## config.mk

```make
export PLATFORM = sky130hd
export DESIGN_NAME = irq_src_ctrl
export DESIGN_NICKNAME = d
export VERILOG_FILES = /design/src/rtl/irq_src_pkg.sv /design/src/rtl/irq_src_sync.sv /design/src/rtl/irq_src_edge.sv /design/src/rtl/irq_src_pend.sv /design/src/rtl/irq_src_ctrl.sv
export SDC_FILE = /design/constraint.sdc
export NUM_CORES = 1
export LEC_CHECK = 0
export ABC_AREA = 1
export BUFFER_PORTS_ARGS = -buffer_cell sky130_fd_sc_hd__clkbuf_2
export CORE_MARGIN = 4
export CORE_UTILIZATION = 55
export CTS_CLUSTER_DIAMETER = 150
export DETAILED_ROUTE_END_ITERATION = 6
export PLACE_DENSITY = 0.89
export SLEW_MARGIN = 20
export SYNTH_ARGS = -nofsm -noshare
export SYNTH_HDL_FRONTEND = slang
export SYNTH_SLANG_ARGS = --single-unit
export TNS_END_PERCENT = 30
```

## constraint.sdc

```tcl
create_clock -name clk_i -period 1.05 [get_ports clk_i]
set_input_delay 0.0525 -clock clk_i [delete_from_list [all_inputs] [get_ports clk_i]]
set_output_delay 0.0525 -clock clk_i [all_outputs]
set_load 0.01 [all_outputs]
```

## src/rtl/irq_src_pkg.sv

```systemverilog
package irq_src_pkg;

  typedef struct packed {
    logic wr_hit;
    logic rd_hit;
  } reg_hit_t;

  function automatic reg_hit_t decode_hit(input logic addr_match, input logic wr,
                                          input logic rd);
    reg_hit_t h;
    h.wr_hit = addr_match & wr;
    h.rd_hit = addr_match & rd;
    return h;
  endfunction

endpackage

```

## src/rtl/irq_src_sync.sv

```systemverilog
module irq_src_sync #(
  parameter int unsigned WIDTH  = 8,
  parameter int unsigned STAGES = 2
) (
  input  logic             clk_i,
  input  logic             rst_ni,
  input  logic [WIDTH-1:0] d_i,
  output logic [WIDTH-1:0] q_o
);

  generate
    if (STAGES == 0) begin : g_bypass
      assign q_o = d_i;
    end else begin : g_chain
      logic [WIDTH-1:0] stage_q [STAGES];
      always_ff @(posedge clk_i or negedge rst_ni) begin
        if (!rst_ni) begin
          for (int i = 0; i < STAGES; i++) stage_q[i] <= '0;
        end else begin
          stage_q[0] <= d_i;
          for (int i = 1; i < STAGES; i++) stage_q[i] <= stage_q[i-1];
        end
      end
      assign q_o = stage_q[STAGES-1];
    end
  endgenerate

endmodule

```

## src/rtl/irq_src_edge.sv

```systemverilog
module irq_src_edge #(
  parameter int unsigned WIDTH = 8
) (
  input  logic             clk_i,
  input  logic             rst_ni,
  input  logic [WIDTH-1:0] lvl_i,
  output logic [WIDTH-1:0] rise_o
);

  logic [WIDTH-1:0] prev_q;

  always_ff @(posedge clk_i or negedge rst_ni) begin
    if (!rst_ni) prev_q <= '0;
    else         prev_q <= lvl_i;
  end

  assign rise_o = lvl_i & ~prev_q;

endmodule

```

## src/rtl/irq_src_pend.sv

```systemverilog
module irq_src_pend #(
  parameter int unsigned         WIDTH      = 8,
  parameter logic [WIDTH-1:0]    VALID_MASK = '1
) (
  input  logic             clk_i,
  input  logic             rst_ni,
  input  logic [WIDTH-1:0] rise_i,
  input  logic             wr_hit_i,
  input  logic [WIDTH-1:0] wdata_i,
  output logic [WIDTH-1:0] en_o,
  output logic [WIDTH-1:0] pend_o
);

  logic [WIDTH-1:0] en_q, en_d;
  logic [WIDTH-1:0] pend_q, pend_d;

  always_comb begin
    en_d   = wr_hit_i ? (wdata_i & VALID_MASK) : en_q;
    // new edges qualify against the mask in force this cycle; a cleared bit wins
    pend_d = (pend_q | (rise_i & en_q)) & en_d;
  end

  always_ff @(posedge clk_i or negedge rst_ni) begin
    if (!rst_ni) begin
      en_q   <= '0;
      pend_q <= '0;
    end else begin
      en_q   <= en_d;
      pend_q <= pend_d;
    end
  end

  assign en_o   = en_q;
  assign pend_o = pend_q;

endmodule

```

## src/rtl/irq_src_ctrl.sv

```systemverilog
module irq_src_ctrl
  import irq_src_pkg::*;
#(
  parameter int unsigned          NUM_SRC     = 8,
  parameter int unsigned          ADDR_W      = 5,
  parameter logic [ADDR_W-1:0]    REG_ADDR    = 5'h1E,
  parameter logic [NUM_SRC-1:0]   VALID_MASK  = 8'h7F,
  parameter int unsigned          SYNC_STAGES = 2
) (
  input  logic               clk_i,
  input  logic               rst_ni,
  input  logic [NUM_SRC-1:0] src_i,
  input  logic [ADDR_W-1:0]  addr_i,
  input  logic               wr_en_i,
  input  logic               rd_en_i,
  input  logic [NUM_SRC-1:0] wdata_i,
  output logic [NUM_SRC-1:0] rdata_o,
  output logic               irq_o
);

  logic [NUM_SRC-1:0] src_sync_w;
  logic [NUM_SRC-1:0] edge_w;
  logic [NUM_SRC-1:0] en_w;
  logic [NUM_SRC-1:0] pend_w;
  logic [NUM_SRC-1:0] rdata_q;
  reg_hit_t           hit_w;

  assign hit_w = decode_hit(addr_i == REG_ADDR, wr_en_i, rd_en_i);

  irq_src_sync #(.WIDTH(NUM_SRC), .STAGES(SYNC_STAGES)) u_sync (
    .clk_i (clk_i),
    .rst_ni(rst_ni),
    .d_i   (src_i),
    .q_o   (src_sync_w)
  );

  irq_src_edge #(.WIDTH(NUM_SRC)) u_edge (
    .clk_i (clk_i),
    .rst_ni(rst_ni),
    .lvl_i (src_sync_w),
    .rise_o(edge_w)
  );

  irq_src_pend #(.WIDTH(NUM_SRC), .VALID_MASK(VALID_MASK)) u_pend (
    .clk_i   (clk_i),
    .rst_ni  (rst_ni),
    .rise_i  (edge_w),
    .wr_hit_i(hit_w.wr_hit),
    .wdata_i (wdata_i),
    .en_o    (en_w),
    .pend_o  (pend_w)
  );

  always_ff @(posedge clk_i or negedge rst_ni) begin
    if (!rst_ni)           rdata_q <= '0;
    else if (hit_w.rd_hit) rdata_q <= pend_w & VALID_MASK;
    else                   rdata_q <= '0;
  end

  assign rdata_o = rdata_q;
  assign irq_o   = |pend_w;

endmodule

```

# Yosys cells after proc, flatten, opt, wreduce, memory -nomap -nowiden
# Index checks and enable logic that the tools add are counted.
# classes
eq_ne	1
muxes	2
n_bitwise	7
reduce_logical	1
# op_table
operator	count
8-bit bitwise AND	3
8-bit two-way mux	1
8-bit inverter	1
8-bit bitwise OR	1
8-bit OR reduction	1
7-bit two-way mux	1
5-bit equality test (second input constant)	1
1-bit bitwise AND	2
# totals
register_bits	47
out_inout_bits	9

# Longest topological paths before layout
# depth
depth_word	5
mapped_depth	6

# Modules after synthesis
# Synthesis repeated with hierarchy kept, for this count alone.
# hier_totals
cells_unflattened	161
area_unflattened_um2	1714.1
# modules_own_cells
mod	n_inst	cells_per_inst	area_per_inst_um2	seq_area_each_um2
irq_src_pend	1	78	671.9	400.4
irq_src_sync	1	24	460.4	400.4
irq_src_ctrl	1	35	301.5	175.2
irq_src_edge	1	24	280.3	200.2

# Worst setup path before layout
# OpenSTA, ideal clock, no wires.
# synth_path
kind	reg-to-output
startpoint	register u_pend.pend_q[2] (netlist: u_pend.pend_o[2])
endpoint	output port irq_o
arrival_ns	0.754
t_required_ns	0.998
slack_ns	0.243
path_stages_with_launch	3
path_buffers	0
path_cell_list	dfrtp_1 > nor4_1 > nand3_1
# synth_between
elab_chain_len	1
# synth_lines
element	line	text
from (decl)	irq_src_pend.sv:15	logic [WIDTH-1:0] pend_q, pend_d;
from (signal assigned)	irq_src_pend.sv:29	pend_q <= pend_d;
8-bit OR reduction	irq_src_ctrl.sv:61	assign irq_o = |pend_w;
to (decl)	irq_src_ctrl.sv:18	output logic irq_o
# No other way between the ends.

# Worst setup path after layout
# layout_path
startpoint	register u_pend.pend_q[7] (netlist: u_pend.pend_o[7])
endpoint	output port irq_o
# The elaborated chain is that of the path after synthesis.

==> reports/results.ini <==
[run_status]
status = finished, violations left
violations = negative setup slack

[place]
placed_area_um2 = 1851
place_inst = 216
hpwlAfterDp_um = 2035
io_buffers = 31
gp_congestion = 0.7398

[logic_synthesis]
synth_nets = 180
syn_avg_cell_area_um2 = 10.64
synth_cell_types = 17
synth-seq-cells = 47
synthCells = 155
ys_warn_count = 0
syn_area_um2 = 1649
ys_seq_area_share_pct = 71.32

[cells_and_area]
mostFrequentLayoutCells = 47 x dfrtp_1, 37 x inv_1, 31 x clkbuf_2
antenna_cells = 0
drive_gt1_share_pct = 23.04
synthToLayoutAreaGrowth_pct = 23.44
final_common_cell = dfrtp_1
final_area_um2 = 2036
nFillCells = 193
final_cells = 235
final_nets = 229

[timing]
finalWorstSetupSlack_ps = -318.0
rsz0062_at_grt = yes
clock_skew_ps = 3.199
min_period_over_period_pct = 130.3
max_freq_ghz = 0.7310
period_needed_ps = 1368
setup_viol = 1
slew_viol_final = 0
finalSetupTns_ps = -318.0
finalHoldViolations = 0

[drt]
dr.first_iter.drc_count = 65
firstDrtPassIters = 4
routedWlPerCell_um = 13.44
vias = 1156
wl_um = 3159
drt-vias-per-instance = 4.919
antenna_left = 0
drc = 0

[critical_path]
cp-start-kind = flop
crit_fanout = 2
crit_end = irq_o
endpoint_kind = output pin
r2r_end = u_pend.pend_o[7]
critPathArrivalTime_ps = 1320
startpoint = u_pend.pend_o[7]
critPathRequiredTime_ps = 1000
reg2reg_slack_ps = 220
critPathKind = reg -> out
reg2reg_from = u_pend.pend_o[7]
reg2reg_depth = 3

[power]
p_switching_uw = 927.0
sw_frac_of_total_pct = 27.12
seqPwrFrac_pct = 60.8
peakVddDrop_uv = 1100
leakage_uw = 0.001166
intPower_uw = 2490
combPwrFrac_pct = 14.6
power.clock.fraction_pct = 24.6
powerDensity_nw_per_um2 = 1679

[clocking]
cts_root_buffer = clkbuf_4
clock_sinks = 47
clk_latency_ps = 360
htreeDepth = 2
cts.reportedPaths.clkPinSlew_ps = 120
cts-buffers-inserted = 5
clockBufferDepth = 2
cts_tree = yes

[die]
pin_count = 34
fp.dieH_um = 62.76
fp.dieW_um = 62.76
core_um2 = 2805
initial_core_util_pct = 58.79
fp-row-count = 19
dieArea_um2 = 3938

[global_route]
grt_pass1_wl_um = 5361
grt_pass1_vias = 1227
track_usage_pct = 18.00
grt_max_degree = 48
grt-ovfl-total = 0
antenna_found_initial = 0

[run]
drv_cap = 0

[worst_hold_path]
hold_path.class = in -> reg

==> worst min-delay path by stage <==
stage                                 endpoint  cells after the start       start
floorplan                           rdata_o[0]                      0      rst_ni
global placement                 u_sync.q_o[6]                      2      rst_ni
detailed placement  u_sync.g_chain.stage_q[14]                      2      rst_ni
CTS                             u_pend.en_o[3]                      5  wdata_i[3]
global route                    u_pend.en_o[3]                      5  wdata_i[3]
finish                          u_pend.en_o[3]                      5  wdata_i[3]
==> state kept, by name, indices dropped and copies added (netlist names) <==
register                cells
rdata_o                     7
u_edge.prev_q               8
u_pend.en_o                 8
u_pend.pend_o               8
u_sync.g_chain.stage_q      8
u_sync.q_o                  8
==> per-layer routing <==
layer | up-vias | share of wire [%] | global-route usage [%]
li1 | 547 | - | -
met1 | 555 | 40 | 20.36
met2 | 44 | 50 | 30.09
met3 | 10 | 7.0 | 7.194
met4 | 0 | 2.8 | 7.713
met5 | - | 0 | 0
==> power groups by stage <==
stage / clock [µW] / sequential, µW / combinational (µW)
detailed placement: 0 / 2100 / 452
global route: 950 / 2100 / 578
finish: 842 / 2080 / 498
global placement: 0 / 2090 / 428
floorplan: 0 / 2080 / 292
CTS: 864 / 2070 / 490
==> cells by family (layout without fill, tap and decap cells) <==
kind of cell,after synthesis,count (layout),share of synthesized area (%)
AOI/OAI and AO/OA,1,1,0.3032
DFF,47,47,71.32
other,1,1,0.2274
buffers and inverters,40,89,9.408
and+or+nand+nor,66,66,18.74
==> critical path: stages (launching register included) <==
cell	delay, ps
dfrtp_1	410
nor4_2	260
nand3_1	130
clkbuf_2	150
==> what timing repair did <==
action,CTS,global route
hold buffers,11,0
pin swaps,0,2
setup buffers,0,1
endpoints found under the hold margin,60,0
resized for setup,1,1
endpoints found under the setup margin,1,1
==> area by class of cell <==
type	count	area [µm²]	share of cell area (%)
Clock buffer	6	51.30	2.520
Clock inverter	1	5.005	0.2459
Inverter	38	142.6	7.007
Multi-Input combinational cell	68	329.1	16.16
Sequential cell	47	1176	57.78
Tap cell	31	38.79	1.905
Timing Repair Buffer	44	292.8	14.38
==> synth_stat cells, drive strengths merged <==
master | count | share of area [%]
dfrtp | 47 | 71
nor3 | 1 | 0.30
nor2 | 23 | 6.2
nor4 | 1 | 0.38
buf | 1 | 0.46
a21oi | 1 | 0.30
clkbuf | 1 | 0.30
inv | 38 | 8.6
nand2 | 31 | 7.2
conb | 1 | 0.23
nand4 | 7 | 2.7
nand3 | 3 | 2.0
==> through the flow <==
stage | utilization [%] | hold WS [ps] | setup WS, ps | power, µW
after global routing | 72.57 | 15.85 | -403.2 | 3624
after global placement | 65.97 | 50.11 | 45.60 | 2515
after CTS | 72.12 | 2.215 | -346.7 | 3424
final | 72.57 | 10.10 | -318.0 | 3417
after floorplan | - | -243.1 | 243.1 | 2371
after detailed placement | 65.97 | 60.38 | 28.83 | 2552
Power figures use the tool's default switching activity.
